**config.mk**
```make
export PLATFORM = sky130hd
export DESIGN_NAME = pio8_irq
export DESIGN_NICKNAME = d
export VERILOG_FILES = /design/src/rtl/pio_pkg.sv /design/src/rtl/pio_sync.sv /design/src/rtl/pio_debounce.sv /design/src/rtl/pio_irq_detect.sv /design/src/rtl/pio8_irq.sv
export SDC_FILE = /design/constraint.sdc
export NUM_CORES = 1
export LEC_CHECK = 0
export BUFFER_PORTS_ARGS = -buffer_cell sky130_fd_sc_hd__buf_2
export CORE_MARGIN = 4
export CORE_UTILIZATION = 45
export DETAILED_ROUTE_END_ITERATION = 10
export GPL_TIMING_DRIVEN = 0
export PLACE_DENSITY_LB_ADDON = 0.3
export SLEW_MARGIN = 15
export SYNTH_ARGS = -nofsm -noshare
export SYNTH_HDL_FRONTEND = slang
export SYNTH_SLANG_ARGS = --single-unit
```
**constraint.sdc**
```tcl
create_clock -name clk -period 2 [get_ports clk]
set_clock_uncertainty 0.15 [all_clocks]
set_input_delay 0.3 -clock clk [delete_from_list [all_inputs] [get_ports clk]]
set_output_delay 0.3 -clock clk [all_outputs]
set_load 0.02 [all_outputs]
```
**src/rtl/pio_pkg.sv**
```systemverilog
package pio_pkg;
  parameter int OFS_W = 8;
  parameter logic [OFS_W-1:0] OFS_DATA = 8'h00;
  parameter logic [OFS_W-1:0] OFS_DIR  = 8'h10;
  parameter logic [OFS_W-1:0] OFS_MODE = 8'h90;
  parameter logic [OFS_W-1:0] OFS_POL  = 8'h94;
  parameter logic [OFS_W-1:0] OFS_ACK  = 8'h98;
  parameter logic [OFS_W-1:0] OFS_IEN  = 8'h9C;
  parameter logic [OFS_W-1:0] OFS_STAT = 8'hA0;
  parameter logic [OFS_W-1:0] OFS_DEB  = 8'hA8;

  typedef enum logic {TRIG_LEVEL = 1'b0, TRIG_EDGE = 1'b1} trig_e;
endpackage

```
**src/rtl/pio_sync.sv**
```systemverilog
module pio_sync #(
  parameter int W      = 8,
  parameter int STAGES = 2
) (
  input  logic         clk,
  input  logic         rst,
  input  logic [W-1:0] d,
  output logic [W-1:0] q
);
  logic [STAGES-1:0][W-1:0] ff;

  always_ff @(posedge clk) begin
    if (rst) begin
      ff <= '0;
    end else begin
      ff[0] <= d;
      for (int s = 1; s < STAGES; s++) ff[s] <= ff[s-1];
    end
  end

  assign q = ff[STAGES-1];
endmodule

```
**src/rtl/pio_debounce.sv**
```systemverilog
module pio_debounce #(
  parameter int W    = 8,
  parameter int HOLD = 4
) (
  input  logic         clk,
  input  logic         rst,
  input  logic [W-1:0] d,
  output logic [W-1:0] q
);
  localparam int CW = (HOLD > 1) ? $clog2(HOLD) : 1;
  localparam logic [CW-1:0] LAST = CW'(HOLD - 1);

  for (genvar i = 0; i < W; i++) begin : g_pin
    logic [CW-1:0] cnt;
    logic          filt;

    always_ff @(posedge clk) begin
      if (rst) begin
        cnt  <= '0;
        filt <= 1'b0;
      end else if (d[i] == filt) begin
        cnt <= '0;
      end else if (cnt == LAST) begin
        cnt  <= '0;
        filt <= d[i];
      end else begin
        cnt <= cnt + 1'b1;
      end
    end

    assign q[i] = filt;
  end
endmodule

```
**src/rtl/pio_irq_detect.sv**
```systemverilog
module pio_irq_detect
  import pio_pkg::*;
#(
  parameter int W = 8
) (
  input  logic         clk,
  input  logic         rst,
  input  logic [W-1:0] smp,
  input  logic [W-1:0] mode,
  input  logic [W-1:0] pol,
  input  logic [W-1:0] ien,
  input  logic [W-1:0] ack,
  output logic [W-1:0] status,
  output logic         irq
);
  logic [W-1:0] prev;
  logic [W-1:0] sticky;
  logic [W-1:0] src;

  for (genvar i = 0; i < W; i++) begin : g_src
    logic hit_edge;
    logic hit_level;

    assign hit_level = pol[i] ? smp[i] : ~smp[i];
    assign hit_edge  = pol[i] ? (smp[i] & ~prev[i]) : (~smp[i] & prev[i]);

    always_ff @(posedge clk) begin
      if (rst) begin
        sticky[i] <= 1'b0;
      end else if (!ien[i] || trig_e'(mode[i]) == TRIG_LEVEL) begin
        sticky[i] <= 1'b0;
      end else begin
        sticky[i] <= (sticky[i] & ~ack[i]) | hit_edge;
      end
    end

    assign src[i] = ien[i] &
                    ((trig_e'(mode[i]) == TRIG_EDGE) ? ((sticky[i] & ~ack[i]) | hit_edge)
                                                     : hit_level);
  end

  always_ff @(posedge clk) begin
    if (rst) begin
      prev   <= '0;
      status <= '0;
      irq    <= 1'b0;
    end else begin
      prev   <= smp;
      status <= src;
      irq    <= |src;
    end
  end
endmodule

```
**src/rtl/pio8_irq.sv**
```systemverilog
module pio8_irq
  import pio_pkg::*;
#(
  parameter int N_PINS      = 8,
  parameter int SYNC_STAGES = 2,
  parameter int DEB_HOLD    = 4
) (
  input  logic              clk,
  input  logic              rst,
  input  logic              wr_en,
  input  logic              rd_en,
  input  logic [OFS_W-1:0]  addr,
  input  logic [N_PINS-1:0] wdata,
  output logic [N_PINS-1:0] rdata,
  input  logic [N_PINS-1:0] pad_in,
  output logic [N_PINS-1:0] pad_out,
  output logic [N_PINS-1:0] pad_oe,
  output logic              irq
);
  logic [N_PINS-1:0] dout_q, dir_q, mode_q, pol_q, ien_q, deb_q;
  logic [N_PINS-1:0] sync_lvl, filt_lvl, det_in, ack_vec, status_q, rd_mux;

  pio_sync #(.W(N_PINS), .STAGES(SYNC_STAGES)) sync_i (
    .clk(clk), .rst(rst), .d(pad_in), .q(sync_lvl));

  pio_debounce #(.W(N_PINS), .HOLD(DEB_HOLD)) deb_i (
    .clk(clk), .rst(rst), .d(sync_lvl), .q(filt_lvl));

  assign det_in  = (deb_q & filt_lvl) | (~deb_q & sync_lvl);
  assign ack_vec = (wr_en && addr == OFS_ACK) ? wdata : '0;

  pio_irq_detect #(.W(N_PINS)) det_i (
    .clk(clk), .rst(rst), .smp(det_in), .mode(mode_q), .pol(pol_q),
    .ien(ien_q), .ack(ack_vec), .status(status_q), .irq(irq));

  always_ff @(posedge clk) begin
    if (rst) begin
      dout_q <= '0;
      dir_q  <= '0;
      mode_q <= '0;
      pol_q  <= '0;
      ien_q  <= '0;
      deb_q  <= '0;
    end else if (wr_en) begin
      case (addr)
        OFS_DATA: dout_q <= wdata;
        OFS_DIR:  dir_q  <= wdata;
        OFS_MODE: mode_q <= wdata;
        OFS_POL:  pol_q  <= wdata;
        OFS_IEN:  ien_q  <= wdata;
        OFS_DEB:  deb_q  <= wdata;
        default:  ;
      endcase
    end
  end

  always_comb begin
    case (addr)
      OFS_DATA: rd_mux = (dir_q & dout_q) | (~dir_q & sync_lvl);
      OFS_DIR:  rd_mux = dir_q;
      OFS_MODE: rd_mux = mode_q;
      OFS_POL:  rd_mux = pol_q;
      OFS_IEN:  rd_mux = ien_q;
      OFS_STAT: rd_mux = status_q;
      OFS_DEB:  rd_mux = deb_q;
      default:  rd_mux = '0;
    endcase
  end

  always_ff @(posedge clk) begin
    if (rst) rdata <= '0;
    else if (rd_en) rdata <= rd_mux;
  end

  assign pad_out = dout_q;
  assign pad_oe  = dir_q;
endmodule

```
### After elaboration in Yosys (flattened, before gate mapping)

Index checks and enable logic that the tools add are counted.

| cells by class | value |
|---|---|
| mux-type cells | 26 |
| reductions and logical operators | 49 |
| bitwise gates (word level) | 88 |
| equality and inequality tests | 23 |
| add/subtract/negate cells | 8 |

Operator list:

| cell | count |
|---|---|
| one-hot mux 8 bit (7 select lines) | 1 |
| equality test 8 bit (second input constant) | 6 |
| NOT 1 bit | 40 |
| bitwise AND 1 bit | 32 |
| bitwise AND 8 bit | 4 |
| AND reduction 2 bit | 14 |
| 2-to-1 mux 1 bit | 24 |
| OR reduction 3 bit | 8 |
| adder 2 x 1 -> 2 bit (second input constant) | 8 |
| equality test 2 bit (second input constant) | 8 |
| NOT 8 bit | 2 |
| OR 8 bit | 2 |
| OR reduction 2 bit | 8 |
| equality test 1 bit | 8 |
| equality test 8 x 5 -> 1 bit (second input constant) | 1 |
| logical NOT 1 bit | 8 |
| logical NOT 8 bit | 1 |
| logical OR 1 bit | 8 |
| 2-to-1 mux 8 bit | 1 |
| OR 1 bit | 8 |
| OR reduction 8 bit | 1 |
| logical AND 1 bit | 1 |

| word-level totals | value |
|---|---|
| register bits after elaboration | 121 |
| input port bits | 28 |
| word-level logic and storage cells | 230 |

### Depth between registers and ports, before layout

| logic depth | value |
|---|---|
| depth after elaboration | 10 |
| mapped depth | 8 |
| mapped depth without buffers | 5 |

### Modules after synthesis

Synthesis repeated with hierarchy kept, for this count alone.

| second synthesis, totals | value |
|---|---|
| cell total of the unflattened synthesis | 574 |
| area, all modules | 5,449.0 sq um |

Modules (own cells, without submodules):

| module | area an instance (sq um) | cells an instance | times used | seq. area each (sq um) |
|---|---|---|---|---|
| pio8_irq | 2,741.4 | 328 | 1 | 1,121.1 |
| pio_irq_detect | 1,186.1 | 123 | 1 | 500.5 |
| pio_debounce | 997.2 | 82 | 1 | 480.5 |
| pio_sync | 524.3 | 41 | 1 | 320.3 |

### Worst setup path after synthesis

No wires, ideal clock.

| timing path | value |
|---|---|
| path type | in2reg |
| start | input port addr[5] |
| end | register ien_q[0] |
| setup slack | 0.088 ns |
| data required time | 1.722 ns |
| path buffers | 2 |
| data arrival time | 1.635 ns |
| stages on the path | 6 |
| path through | buf_2 > nand4bb_1 > or4_1 > buf_2 > mux2i_1 > nor2_1 |

| between the ends | value |
|---|---|
| word-level cells in the longest chain between the ends | 2 |

Ends and longest elaborated chain:

| what | RTL line | RTL |
|---|---|---|
| from (decl) | pio8_irq.sv:12 | `input logic [OFS_W-1:0] addr,` |
| equality test 8 bit | pio8_irq.sv:45 | `case (addr)` |
| AND reduction 2 bit (no source line) | - |  |
| to (signal assigned) | pio8_irq.sv:50 | `OFS_IEN: ien_q <= wdata;` |
| to (decl) | pio8_irq.sv:20 | `logic [N_PINS-1:0] dout_q, dir_q, mode_q, pol_q, ien_q, deb_q;` |

Every way passes these cells.
A chain may end at the register's enable or synchronous reset.

### Final worst setup path

| timing path | value |
|---|---|
| start | register deb_q[1] |
| end | register det_i.irq |

| between the ends | value |
|---|---|
| word-level cells in the longest chain between the ends | 10 |
| elaborated cells between the ends (all ways) | 13 |
| classes of those cells | mux: 3; bitwise: 9; reduce/logical: 1 |

Ends and longest elaborated chain:

| what | RTL line | RTL |
|---|---|---|
| from (decl) | pio8_irq.sv:20 |  |
| from (signal assigned) | pio8_irq.sv:51 | `OFS_DEB: deb_q <= wdata;` |
| NOT 8 bit | pio8_irq.sv:29 | `assign det_in = (deb_q & filt_lvl) \| (~deb_q & sync_lvl);` |
| bitwise AND 8 bit | pio8_irq.sv:29 |  |
| OR 8 bit * | pio8_irq.sv:29 |  |
| NOT 1 bit | pio_irq_detect.sv:24, pio_irq_detect.sv:25 |  |
| bitwise AND 1 bit | pio_irq_detect.sv:25 | `assign hit_edge = pol[i] ? (smp[i] & ~prev[i]) : (~smp[i] & prev[i]);` |
| 2-to-1 mux 1 bit | pio_irq_detect.sv:25 |  |
| OR 1 bit | pio_irq_detect.sv:38 | `((trig_e'(mode[i]) == TRIG_EDGE) ? ((sticky[i] & ~ack[i]) \| hit_edge)` |
| 2-to-1 mux 1 bit * | pio_irq_detect.sv:38 |  |
| bitwise AND 1 bit * | pio_irq_detect.sv:37 | `assign src[i] = ien[i] &` |
| OR reduction 8 bit * | pio_irq_detect.sv:50 | `irq <= \|src;` |
| to (signal assigned) | pio_irq_detect.sv:50 |  |
| to (decl) | pio_irq_detect.sv:14 | `output logic irq` |

Every way passes the cells marked *; elsewhere a longest branch is shown, timed or not.

==> impl_metrics.csv <==
group,metric,value,unit
floorplan,boundaryPins,53,
timing,fmax,0.5074,GHz
placement,gp_congestion,0.9316,
worst_setup_path,end_kind,"flip-flop",
timing,grt_setup_unrepaired,"false",
route,post_drt_via_cell_ratio,5.689,
yosys,ys_types,58,
route,wl_per_cell,18.91,um
finish,final_design_area_no_fill,6496,um^2
finish,layout-drive-gt1-share,17.17,%
pwr,peakVddDrop,0.0006506,V
grt,grt_pass1_vias,4509,
pwr,pwr-share-clk,48.8,%
grt,grt_max_degree,17,
pwr,power_density,824.6,nW/um^2
min_path,hold-path-endpoint,"pol_q[2]",
timing,worst_slack,0.02903,ns
yosys,ys_seq_area_share,45.15,%
yosys,synth_fp_nets,608,
placement,dp_slack,-0.6049,ns
worst_setup_path,cp_slowest_cell,"mux2i_2",
worst_setup_path,r2r_end,"det_i.irq",
pwr,power.leakage,2.807,nW
finish,area_growth,21.08,%
timing,fin_setup_tns,0,ns
min_path,min-delay-start,"wdata[2]",
yosys,yosysWarningCount,0,
clock_network,clockRootBuffer,"clkbuf_16",
yosys,synth_area,5365,um^2
yosys,syn_avg_cell_area,9.380,um^2
finish,post-route-util,56.17,%
pwr,p_sw_share,22.66,%
min_path,hold_path_depth,3,
timing,hold_viol,0,
yosys,synthesis.instances,572,
grt,antenna_found_initial,0,
worst_setup_path,r2r_slack,0.03,ns
floorplan,die_w,117.2,um
pwr,seqPwrFrac,45.9,%
timing,slew_headroom,40.49,%
grt,grt_usage,23.45,%
grt,grt_overflow,0,
pwr,p_total,5.357,mW
route,drtAntennaViolNets,0,
floorplan,fp-row-count,39,
worst_setup_path,reg2regPathDepth,5,
route,drc_errors,0,
worst_setup_path,cp_cell_sequence,"mux2i_2 > mux2i_1 > a211o_1 > a22oi_1 > a41oi_1",
floorplan,core,11560,um^2
clock_network,cts_tree,"built",
route,drt_iter0_drc,362,
clock_network,htree_levels,4,
yosys,synth_edf_count,0,
min_path,min_path_type,"input port to flip-flop",
clock_network,cts_buffers,17,
yosys,yosys.area.top_type_share,45.15,%
worst_setup_path,r2r-start,"deb_q[1]",
worst_setup_path,crit_arrival,2.06,ns
timing,slew_violations,0,
clock_network,cts.clk_slew.worst_paths,0.05,ns
clock_network,cts.sinks,121,
floorplan,die_y,117.2,um
timing,setup_viol,0,
clock_network,cts_buffer_depth,2,
route,wl,15260,um
pwr,power.switching,1.214,mW
timing,finalCritPeriodShare,98.55,%
worst_setup_path,cp_max_fo,3,
yosys,synth_top_area_cell,"dfxtp_1",
timing,fin_crit,1.971,ns
yosys,async_reset_ff_share,0,%
yosys,synth_flop_cell,"dfxtp_1",
flow_run,cap_violations,0,
finish,diodes,0,
clock_network,clock_latency,0.42,ns
worst_setup_path,critPathMaxStageDelay,0.42,ns
grt,grt_first_pass_wirelength,23940,um
placement,place_area,5789,um^2
pwr,p_comb_share,5.3,%
placement,dpl.hpwl,11070,um
timing,worstMarginPinSlew,0.8927,ns
floorplan,initial_core_util,46.39,%
floorplan,dieArea,13730,um^2
status,status,"finished, final reports clean",
worst_setup_path,critical_path_class,"flip-flop to flip-flop",
placement,port_buffers,49,
worst_setup_path,worstSetupStartpointType,"flip-flop",
worst_setup_path,required,2.09,ns
pwr,internal_power,4.143,mW
route,dr.pass1.iters,6,
yosys,synth_area_leaders,"dfxtp_1 45%, mux2i_1 12%, nor2_1 5.7%",
finish,final_net_count,691,
route,vias,4591,
yosys,ys_ff_latch,121,
## power by group through the flow
stage	combinational, mW	sequential [mW]	clock [mW]
floorplan	0.140	2.50	0
global placement	0.251	2.50	0
detailed placement	0.256	2.51	0
CTS	0.277	2.46	2.64
global route	0.307	2.46	2.77
finish	0.286	2.46	2.61
## worst max-delay path: cells and delay by family (launching register included)
family         cells  cell delay, ns
multiplexers       2            0.59
AO/OA/AOI/OAI      3            0.67
flip-flops         1            0.38
## per-stage QoR
| stage | hold slack, ns | std cells |
|---|---|---|
| finish | 0.07127 | 807 |
| global route | 0.06540 | 807 |
| CTS | 0.05802 | 807 |
| detailed placement | 0.2599 | 764 |
| global placement | 0.2548 | 764 |
| floorplan | 0.2474 | 572 |
## layout make-up
cell class | count | area, um^2
inverter | 23 | 86.33
multi-input combinational | 403 | 2830
timing repair buffer | 64 | 377.9
clock buffer | 23 | 467.9
clock inverter | 5 | 25.02
buffer | 25 | 107.6
fill | 1034 | 5069
tap | 143 | 178.9
sequential | 121 | 2422
## layer usage
metal / track usage, % / part of all wire [%] / vias up
met5: 0 / 0 / -
met4: 10.70 / 3.3 / 0
met3: 5.141 / 6.1 / 44
met2: 38.05 / 47 / 165
met1: 29.81 / 43 / 2207
li1: - / - / 2175
## sequential cells by signal, summed over array words and instances (netlist names)
name,flops
sync_i.q,8
pad_oe,8
pad_out,8
pol_q,8
sync_i.ff,8
deb_i.g_pin.filt,8
mode_q,8
deb_q,8
det_i.prev,8
deb_i.g_pin.cnt,16
rdata,8
ien_q,8
det_i.sticky,8
det_i.status,8
det_i.irq,1
## worst max path at each step
stage | from | slack (ns) | to
6_report | deb_q[1] | 0.03 | det_i.irq
5_1_grt | deb_q[5] | 0.006 | det_i.irq
4_1_cts | deb_q[6] | 0.009 | det_i.irq
3_5_place_dp | addr[3] | -0.60 | rdata[3]
3_3_place_gp | addr[3] | -0.57 | rdata[0]
2_1_floorplan | addr[5] | 0.09 | ien_q[0]
## synthesized netlist by cell type, types with 8 or more instances
master      n
and2_1      9
ha_1        8
mux2i_1    65
buf_2       8
clkbuf_1   15
inv_1      23
nor2_1     82
nand2_1    22
xnor2_1    12
and3_1      8
nand2b_1   17
a21oi_1    30
or3_1      10
nand3_1    18
nor2b_1    22
dfxtp_1   121
a22oi_1     8
## placed cells by master, fill, tap and decap left out, types with 4 or more instances in the layout
| master | synthesis | layout |
|---|---|---|
| dfxtp_1 | 121 | 121 |
| nor2_1 | 82 | 82 |
| buf_2 | 8 | 57 |
| mux2i_1 | 65 | 57 |
| a21oi_1 | 30 | 30 |
| inv_1 | 23 | 23 |
| nand2_1 | 22 | 22 |
| nor2b_1 | 22 | 22 |
| nand3_1 | 18 | 18 |
| nand2b_1 | 17 | 17 |
| clkbuf_16 | 0 | 17 |
| clkbuf_1 | 15 | 16 |
| xnor2_1 | 12 | 12 |
| or3_1 | 10 | 10 |
| and2_1 | 9 | 9 |
| and3_1 | 8 | 8 |
| ha_1 | 8 | 8 |
| dlygate4sd3_1 | 0 | 8 |
| o21a_1 | 7 | 7 |
| o21ai_0 | 7 | 7 |
| a22oi_1 | 8 | 7 |
| buf_4 | 0 | 7 |
| mux2i_2 | 0 | 6 |
| nand3b_1 | 5 | 5 |
| clkinv_2 | 0 | 5 |
| nor3b_1 | 4 | 4 |
| o21ai_1 | 4 | 4 |
| o41ai_2 | 3 | 4 |
| nand4_1 | 4 | 4 |
| o2111a_1 | 4 | 4 |
| a211o_1 | 4 | 4 |
| a211oi_1 | 4 | 4 |
## cell families (layout without fill, tap and decap cells)
family	count (synthesis)	in the layout	synth area share, %
XOR/XNOR	15	15	2.449
AND/OR/NAND/NOR	218	218	21.71
adder cells (fa/ha/maj)	8	8	1.866
buffers and inverters	48	140	3.545
multiplexers	65	65	12.13
flip-flops	121	121	45.15
AO/OA/AOI/OAI	97	97	13.15
## what timing repair did
action / CTS / global route
endpoints found under the setup margin: 10 / 6
hold buffers: 8 / 0
pin swaps: 3 / 0
endpoints found under the hold margin: 8 / 0
buffers inserted: 7 / 0
resized for setup: 6 / 13
Note: power is estimated with default switching activity, not from simulation.
